`config.mk`:
```
export PLATFORM = sky130hd
export DESIGN_NAME = sram_seq
export DESIGN_NICKNAME = d
export VERILOG_FILES = /design/src/rtl/sram_seq_pkg.sv /design/src/rtl/sram_seq_pwrup.sv /design/src/rtl/sram_seq_ctrl.sv /design/src/rtl/sram_seq.sv
export SDC_FILE = /design/constraint.sdc
export NUM_CORES = 1
export LEC_CHECK = 0
export BUFFER_PORTS_ARGS = -buffer_cell sky130_fd_sc_hd__clkbuf_2
export CORE_ASPECT_RATIO = 0.8
export CORE_UTILIZATION = 31
export CTS_CLUSTER_SIZE = 16
export DETAILED_ROUTE_END_ITERATION = 6
export GPL_ROUTABILITY_DRIVEN = 0
export GPL_TIMING_DRIVEN = 0
export PLACE_DENSITY_LB_ADDON = 0.1
export SYNTH_ARGS = -nofsm -noshare
export SYNTH_HDL_FRONTEND = slang
export SYNTH_HIERARCHICAL = 1
export SYNTH_SLANG_ARGS = --single-unit
```
`constraint.sdc`:
```
create_clock -name clk -period 3.2 [get_ports clk]
set_input_delay 0.32 -clock clk [delete_from_list [all_inputs] [get_ports clk]]
set_output_delay 0.32 -clock clk [all_outputs]
set_load 0.01 [all_outputs]
```
`src/rtl/sram_seq_pkg.sv`:
```
package sram_seq_pkg;

    typedef enum logic [1:0] {
        OP_RD   = 2'b00,
        OP_WR   = 2'b01,
        OP_SLP  = 2'b10,
        OP_MODE = 2'b11
    } req_op_e;

    // Command encoding on the pins as {sel_n, we_n}
    typedef enum logic [1:0] {
        CMD_WR   = 2'b00,
        CMD_RD   = 2'b01,
        CMD_DSEL = 2'b11
    } cmd_e;

    typedef enum logic [2:0] {
        ST_IDLE,
        ST_SLP_PRE,
        ST_SLP_HOLD,
        ST_ASLEEP,
        ST_WAKE,
        ST_MODE_PRE,
        ST_MODE_POST
    } seq_st_e;

    function automatic int max2(input int a, input int b);
        return (a > b) ? a : b;
    endfunction

endpackage

```
`src/rtl/sram_seq_pwrup.sv`:
```
module sram_seq_pwrup #(
    parameter int LIMIT = 8192
) (
    input  logic clk,
    input  logic rst_n,
    output logic done
);
    localparam int W = $clog2(LIMIT + 1);

    logic [W-1:0] cnt_d, cnt_q;

    always_comb begin
        cnt_d = cnt_q;
        if (cnt_q != W'(LIMIT)) begin
            cnt_d = cnt_q + 1'b1;
        end
    end

    always_ff @(posedge clk) begin
        if (!rst_n) begin
            cnt_q <= '0;
        end else begin
            cnt_q <= cnt_d;
        end
    end

    assign done = (cnt_q == W'(LIMIT));
endmodule

```
`src/rtl/sram_seq_ctrl.sv`:
```
module sram_seq_ctrl
    import sram_seq_pkg::*;
#(
    parameter int   SLEEP_PRE_DSEL = 2,
    parameter int   ZZE_CYC        = 3,
    parameter int   ZZR_CYC        = 4,
    parameter int   MODE_PRE_DSEL  = 2,
    parameter int   MODE_POST_DSEL = 32,
    parameter logic MODE_INIT      = 1'b1
) (
    input  logic       clk,
    input  logic       rst_n,
    input  logic       pwr_done,
    input  logic       req_valid,
    input  logic [1:0] req_op,
    input  logic       req_arg,
    output logic       req_ready,
    output logic       sel_n,
    output logic       we_n,
    output logic       sleep,
    output logic       mode
);
    localparam int MAXC = max2(max2(max2(SLEEP_PRE_DSEL, ZZE_CYC), max2(ZZR_CYC, MODE_PRE_DSEL)),
                               MODE_POST_DSEL);
    localparam int CW   = $clog2(MAXC + 1);

    typedef struct packed {
        seq_st_e       st;
        logic [CW-1:0] cnt;
        cmd_e          cmd;
        logic          sleep;
        logic          mode;
        logic          mode_pend;
    } seq_state_t;

    seq_state_t cur_q, nxt_d;
    req_op_e    op;
    logic       rdy;
    logic       take;
    logic       cnt_zero;

    assign op       = req_op_e'(req_op);
    assign cnt_zero = (cur_q.cnt == '0);

    always_comb begin
        nxt_d = cur_q;
        nxt_d.cmd = CMD_DSEL;
        rdy = 1'b0;
        take = 1'b0;
        unique case (cur_q.st)
            ST_IDLE: begin
                case (op)
                    OP_RD:   rdy = pwr_done;
                    OP_WR:   rdy = (cur_q.cmd != CMD_RD);
                    default: rdy = 1'b1;
                endcase
                take = req_valid && rdy;
                if (take) begin
                    case (op)
                        OP_RD: nxt_d.cmd = CMD_RD;
                        OP_WR: nxt_d.cmd = CMD_WR;
                        OP_SLP: begin
                            if (req_arg) begin
                                nxt_d.st  = ST_SLP_PRE;
                                nxt_d.cnt = CW'(SLEEP_PRE_DSEL - 1);
                            end
                        end
                        default: begin
                            nxt_d.st        = ST_MODE_PRE;
                            nxt_d.cnt       = CW'(MODE_PRE_DSEL - 1);
                            nxt_d.mode_pend = req_arg;
                        end
                    endcase
                end
            end
            ST_SLP_PRE: begin
                if (cnt_zero) begin
                    nxt_d.st    = ST_SLP_HOLD;
                    nxt_d.sleep = 1'b1;
                    nxt_d.cnt   = CW'(ZZE_CYC - 1);
                end else begin
                    nxt_d.cnt = cur_q.cnt - 1'b1;
                end
            end
            ST_SLP_HOLD: begin
                if (cnt_zero) begin
                    nxt_d.st = ST_ASLEEP;
                end else begin
                    nxt_d.cnt = cur_q.cnt - 1'b1;
                end
            end
            ST_ASLEEP: begin
                rdy  = (op == OP_SLP) && !req_arg;
                take = req_valid && rdy;
                if (take) begin
                    nxt_d.st    = ST_WAKE;
                    nxt_d.sleep = 1'b0;
                    nxt_d.cnt   = CW'(ZZR_CYC - 1);
                end
            end
            ST_WAKE: begin
                if (cnt_zero) begin
                    nxt_d.st = ST_IDLE;
                end else begin
                    nxt_d.cnt = cur_q.cnt - 1'b1;
                end
            end
            ST_MODE_PRE: begin
                if (cnt_zero) begin
                    nxt_d.st   = ST_MODE_POST;
                    nxt_d.mode = cur_q.mode_pend;
                    nxt_d.cnt  = CW'(MODE_POST_DSEL - 1);
                end else begin
                    nxt_d.cnt = cur_q.cnt - 1'b1;
                end
            end
            ST_MODE_POST: begin
                if (cnt_zero) begin
                    nxt_d.st = ST_IDLE;
                end else begin
                    nxt_d.cnt = cur_q.cnt - 1'b1;
                end
            end
            default: nxt_d.st = ST_IDLE;
        endcase
    end

    always_ff @(posedge clk) begin
        if (!rst_n) begin
            cur_q.st        <= ST_IDLE;
            cur_q.cnt       <= '0;
            cur_q.cmd       <= CMD_DSEL;
            cur_q.sleep     <= 1'b0;
            cur_q.mode      <= MODE_INIT;
            cur_q.mode_pend <= MODE_INIT;
        end else begin
            cur_q <= nxt_d;
        end
    end

    assign req_ready = rdy;
    assign sel_n     = cur_q.cmd[1];
    assign we_n      = cur_q.cmd[0];
    assign sleep     = cur_q.sleep;
    assign mode      = cur_q.mode;
endmodule

```
`src/rtl/sram_seq.sv`:
```
module sram_seq #(
    parameter int   PWRUP_CYC      = 8192,
    parameter int   SLEEP_PRE_DSEL = 2,
    parameter int   ZZE_CYC        = 3,
    parameter int   ZZR_CYC        = 4,
    parameter int   MODE_PRE_DSEL  = 2,
    parameter int   MODE_POST_DSEL = 32,
    parameter logic MODE_INIT      = 1'b1
) (
    input  logic       clk,
    input  logic       rst_n,
    input  logic       req_valid,
    input  logic [1:0] req_op,
    input  logic       req_arg,
    output logic       req_ready,
    output logic       sram_sel_n,
    output logic       sram_we_n,
    output logic       sram_sleep,
    output logic       sram_mode
);
    logic pwr_done;

    sram_seq_pwrup #(
        .LIMIT(PWRUP_CYC)
    ) u_pwrup (
        .clk  (clk),
        .rst_n(rst_n),
        .done (pwr_done)
    );

    sram_seq_ctrl #(
        .SLEEP_PRE_DSEL(SLEEP_PRE_DSEL),
        .ZZE_CYC       (ZZE_CYC),
        .ZZR_CYC       (ZZR_CYC),
        .MODE_PRE_DSEL (MODE_PRE_DSEL),
        .MODE_POST_DSEL(MODE_POST_DSEL),
        .MODE_INIT     (MODE_INIT)
    ) u_ctrl (
        .clk      (clk),
        .rst_n    (rst_n),
        .pwr_done (pwr_done),
        .req_valid(req_valid),
        .req_op   (req_op),
        .req_arg  (req_arg),
        .req_ready(req_ready),
        .sel_n    (sram_sel_n),
        .we_n     (sram_we_n),
        .sleep    (sram_sleep),
        .mode     (sram_mode)
    );
endmodule

```
# Word-level counts from Yosys, hierarchy flattened
# Index checks and enable logic that the tools add are counted.
[totals] register_bits=28 input_bits=6 output_inout_bits=5 word_cells=69
[op_classes] n_addsub=2 eq_ne=20 n_mux=20 n_bitwise=1 n_reduce_logical=19
[ops] cell="6-bit one-hot mux with 5 select lines" count=1
[ops] cell="6-bit 2-to-1 mux" count=3
[ops] cell="9-bit 2-to-1 mux" count=2
[ops] cell="3-bit one-hot mux with 6 select lines" count=1
[ops] cell="9-bit one-hot mux with 2 select lines" count=1
[ops] cell="14-bit by 1-bit adder with 14-bit output, second input constant" count=1
[ops] cell="14-bit equality test, second input constant" count=1
[ops] cell="14-bit != test, second input constant" count=1
[ops] cell="2-bit by 1-bit != test with 1-bit output, second input constant" count=7
[ops] cell="3-bit 2-to-1 mux" count=4
[ops] cell="11-bit 2-to-1 mux" count=1
[ops] cell="3-bit equality test, second input constant" count=3
[ops] cell="3-bit AND reduction" count=3
[ops] cell="8-bit AND reduction" count=1
[ops] cell="3-bit by 2-bit equality test with 1-bit output, second input constant" count=2
[ops] cell="6-bit logical NOT" count=1
[ops] cell="1-bit one-hot mux with 2 select lines" count=3
[ops] cell="6-bit AND reduction" count=1
[ops] cell="3-bit OR reduction" count=2
[ops] cell="6-bit by 1-bit subtractor with 6-bit output, second input constant" count=1
[ops] cell="5-bit nonzero test" count=1
[ops] cell="2-bit != test, second input constant" count=2
[ops] cell="2-bit one-hot mux with 2 select lines" count=1
[ops] cell="2-bit OR reduction" count=2
[ops] cell="12 further kinds" count=16

# Logic depth before layout (Yosys ltp)
[logic_depth] ltp_word=6 mapped_depth=9 depth_no_buf=8

# Hierarchy
# The synthesis kept the hierarchy.
[by_module_without_submodules] mod="sram_seq_ctrl" n_inst=1 cells_each=126 area_each_um2=939.7 seq_area_each_um2=280.3
[by_module_without_submodules] mod="sram_seq_pwrup" n_inst=1 cells_each=75 area_each_um2=726.9 seq_area_each_um2=280.3

# Worst setup path before layout
# OpenSTA, ideal clock, no wires.
[synth_path] path_type="flip-flop to flip-flop" from="register u_pwrup.cnt_q[0]" to="register u_ctrl/cur_q[5] (netlist name)" setup_ps=132 arrival_time_ps=1819 t_required_ps=3068 setup_slack_ps=1249 stages_incl_launch_ff=10 path_buffers=1 synth_period_minus_slack_ps=1951 cell_sequence="dfxtp_1 inv_1 ha_1 nor4b_1 and4_1 buf_6 o311ai_1 nor3_1 o31ai_1 a31oi_1"
[synth_between] elab_chain_len=6
[synth_lines] item="start: declaration" line_no="sram_seq_pwrup.sv:10" source="logic [W-1:0] cnt_d, cnt_q;"
[synth_lines] item="start signal: assignment" line_no="sram_seq_pwrup.sv:23" source="cnt_q <= cnt_d;"
[synth_lines] item="14-bit equality test" line_no="sram_seq_pwrup.sv:27" source="assign done = (cnt_q == W'(LIMIT));"
[synth_lines] item="via pwr_done" line_no="sram_seq.sv:21" source="logic pwr_done;"
[synth_lines] item="1-bit one-hot mux with 2 select lines" line_no="sram_seq_ctrl.sv:52" source="case (op)"
[synth_lines] item="1-bit 2-to-1 mux" line_no="sram_seq_ctrl.sv:50" source="unique case (cur_q.st)"
[synth_lines] item="1-bit logical AND" line_no="sram_seq_ctrl.sv:57" source="take = req_valid && rdy;"
[synth_lines] item="2-bit by 1-bit != test with 1-bit output (no source line)"
[synth_lines] item="6-bit AND reduction (no source line)"
[synth_lines] item="end signal: assignment" line_no="sram_seq_ctrl.sv:137" source="cur_q <= nxt_d;"
[synth_lines] item="end: declaration" line_no="sram_seq_ctrl.sv:36" source="seq_state_t cur_q, nxt_d;"
# The timed path passes the listed nets, and every way through them passes these cells. The select of a mux whose other input is x is not followed.
# A chain may end at the register's enable or synchronous reset.

# Worst setup path in the final report
# Same ends and word-level chain as after synthesis.

==> impl_metrics.json <==
{
  "status": "finished, final reports clean",
  "viasPerCell": 5.457,
  "worstSkewPairLatency_ns": 0.28,
  "initialDrtViolationCount": 70,
  "crit_arrival_ns": 2.47,
  "min_period_over_period_pct": 72.27,
  "clockBufferDepth": 2,
  "netlist_instances": 201,
  "root_buffer": "clkbuf_8",
  "numCtsBuffers": 3,
  "netlist_area_sq_mm": 0.001667,
  "ys_types": 53,
  "regArea_sq_um": 560.5,
  "n_antenna_cell": 0,
  "track_usage_pct": 15.00,
  "final_max_slew_viol_count": 0,
  "drc_errors": 0,
  "stdcell_area_sq_mm": 0.001861,
  "die-area_sq_mm": 0.005675,
  "n_fill_cell": 508,
  "cts_tree": "yes",
  "hold_violations": 0,
  "worstPathRequired_ns": 3.35,
  "ys_seq_area_share_pct": 33.63,
  "leakage_nw": 0.6855,
  "start_util_pct": 32.72,
  "rows": 23,
  "portBuffers": 9,
  "vias": 1506,
  "powerDensity_mw_per_mm2": 624.2,
  "synth.avg_cell_area_sq_um": 8.292,
  "synthToLayoutAreaGrowth_pct": 11.64,
  "cts.repair.resized": 0,
  "critPathKind": "reg2reg",
  "drt_pass1_iterations": 4,
  "grt_max_degree": 17,
  "synth-seq-cells": 28,
  "grt_first_pass_wirelength_um": 6582,
  "maxCapViolCount": 0,
  "r2r-start": "u_pwrup/cnt_q[0]$_SDFFE_PN0P_",
  "cts_hold_buf": 0,
  "dpl_cell_area_sq_mm": 0.001789,
  "post_cts_buffers": 0,
  "antenna_found_initial": 0,
  "num_io_pins": 11,
  "die_w_um": 83.98,
  "multi_input_area_sq_mm": 0.001026,
  "setup_ws_ns": 0.8873,
  "drive_gt1_share_pct": 11.21,
  "start_kind": "register",
  "wl_per_cell_um": 14.28,
  "end_kind": "register",
  "worst_slew_pin_slew_ns": 0.7009,
  "htree_levels": 1,
  "coreArea_sq_mm": 0.005094,
  "cp_max_fo": 6,
  "hold_class": "in2reg",
  "cts.sinks": 28,
  "cts.clk_slew.worst_paths_ns": 0.10,
  "place_hpwl_um": 2992,
  "die_h_um": 67.58,
  "tns_ns": 0,
  "cp-startpoint": "u_pwrup/cnt_q[0]$_SDFFE_PN0P_",
  "nets": 224,
  "first_global_vias": 1333,
  "slew_headroom_pct": 52.53,
  "setup_viol": 0,
  "synthesis.nets": 210,
  "stdcell_count": 276,
  "place_ws_ns": 0.9552,
  "irDropWorstVdd_v": 0.0003147,
  "finClkSkew_ns": 0.004398,
  "drtAntennaViolNets": 0,
  "min_from": "req_op[0]",
  "grt_overflow_total": 0,
  "dp_cells": 272,
  "ys_warn_count": 6,
  "rsz0062_at_grt": "false",
  "layout_min_cycle_time_ns": 2.313,
  "totalWireLength_um": 3940,
  "fin_util_pct": 36.53,
  "timing.fmax_ghz": 0.4324
}
critical path: stages (launching register included):
cell      delay (ns)
dfxtp_1         0.41
inv_1           0.06
ha_1            0.20
nor4b_1         0.14
and4_1          0.20
buf_6           0.13
o311ai_1        0.59
nor3_1          0.09
o31ai_1         0.25
a31oi_1         0.12
worst paths after layout:
path / end / slack, ns / cells past startpoint
setup / recovery: u_ctrl/cur_q[5]$_SDFFE_PN0P_ / 0.89 / 9
hold / removal: u_ctrl/we_n$_SDFF_PN1_ / 0.29 / 2
setup reg to reg: u_ctrl/cur_q[5]$_SDFFE_PN0P_ / 0.89 / 9
hold reg to reg: u_ctrl/mode$_SDFFE_PN1P_ / 0.49 / 2
synth_stat cells (all sizes together):
master	n	area (sq um)
a2111o	1	11.26
a211o	2	17.52
a211oi	1	7.510
a21boi	4	30.03
a21oi	9	45.04
a311oi	1	15.01
a31o	1	8.760
a31oi	3	18.77
and2	8	50.05
and3	1	6.260
and4	1	8.760
buf	2	16.26
clkbuf	6	22.52
dfxtp	28	560.5
ha	3	37.54
inv	11	41.29
mux2i	4	40.04
nand2	16	60.06
nand2b	2	12.51
nand3	9	50.05
nand4	5	46.29
nand4bb	1	11.26
nor2	13	48.80
nor2b	2	12.51
nor3	10	50.05
nor3b	4	35.03
nor4	4	46.29
nor4b	2	17.52
o211ai	1	7.510
o21a	6	46.30
o21ai	12	63.81
o21bai	1	7.510
o221ai	1	8.760
o22ai	2	12.51
o311ai	3	26.28
o31a	1	8.760
o31ai	2	15.01
or3	5	31.28
or3b	2	17.52
or4	2	15.01
xnor2	5	43.79
xor2	4	35.03
stage by stage:
step	power, mW	hold WS [ns]
after floorplan	0.7641	0.4305
after global placement	0.8801	0.4581
after detailed placement	0.8789	0.4708
after CTS	1.170	0.2806
after global routing	1.242	0.2878
final	1.161	0.2879
report_power, final:
part,total (mW),switching (mW),internal (mW)
sequential,0.424,0.0416,0.383
clock,0.284,0.116,0.168
combinational,0.453,0.284,0.169
cells by family (layout without fill, tap and decap cells):
family / after synthesis / in the layout / share of synthesized area, %
AND/OR/NAND/NOR: 87 / 87 / 31.16
AO/OA/AOI/OAI: 51 / 51 / 21.02
flip-flops: 28 / 28 / 33.63
buffers and inverters: 19 / 32 / 4.804
XOR/XNOR: 9 / 9 / 4.729
multiplexers: 4 / 4 / 2.402
adder cells (fa/ha/maj): 3 / 3 / 2.252
layer usage:
metal	GRT usage [%]	up-vias	part of all wire, %
li1	-	758	-
met1	21.58	712	56
met2	22.34	31	39
met3	3.301	5	4.3
met4	4.526	0	1.1
met5	0	-	0
flip-flops by register name (all words and copies together), names as in the netlist:
signal / count
u_pwrup/cnt_q: 14
u_ctrl/cur_q: 10
u_ctrl/mode: 1
u_ctrl/sel_n: 1
u_ctrl/sleep: 1
u_ctrl/we_n: 1
cell type report:
type	instances	area share, %
multi-input cells	154	55.14
flip-flops and latches	28	30.13
well taps	62	4.169
repair buffers	9	2.421
clock buffers	3	2.219
inverters	11	2.219
plain buffers	8	2.085
clock inverters	1	1.614
layout by cell type (no fill, tap or decap), types with 3 or more instances in the layout:
| master | Yosys | layout |
|---|---|---|
| a21boi_0 | 3 | 3 |
| a21oi_1 | 9 | 9 |
| a31oi_1 | 3 | 3 |
| and2_1 | 8 | 8 |
| clkbuf_1 | 6 | 6 |
| clkbuf_2 | 0 | 9 |
| clkbuf_8 | 0 | 3 |
| dfxtp_1 | 28 | 28 |
| ha_1 | 3 | 3 |
| inv_1 | 11 | 11 |
| mux2i_1 | 4 | 4 |
| nand2_1 | 16 | 16 |
| nand3_1 | 8 | 8 |
| nand4_1 | 4 | 4 |
| nor2_1 | 13 | 13 |
| nor3_1 | 10 | 10 |
| nor3b_1 | 3 | 3 |
| o21a_1 | 5 | 5 |
| o21ai_0 | 11 | 11 |
| or3_1 | 5 | 5 |
| xnor2_1 | 5 | 5 |
| xor2_1 | 4 | 4 |
(Power assumes the default switching activity.)
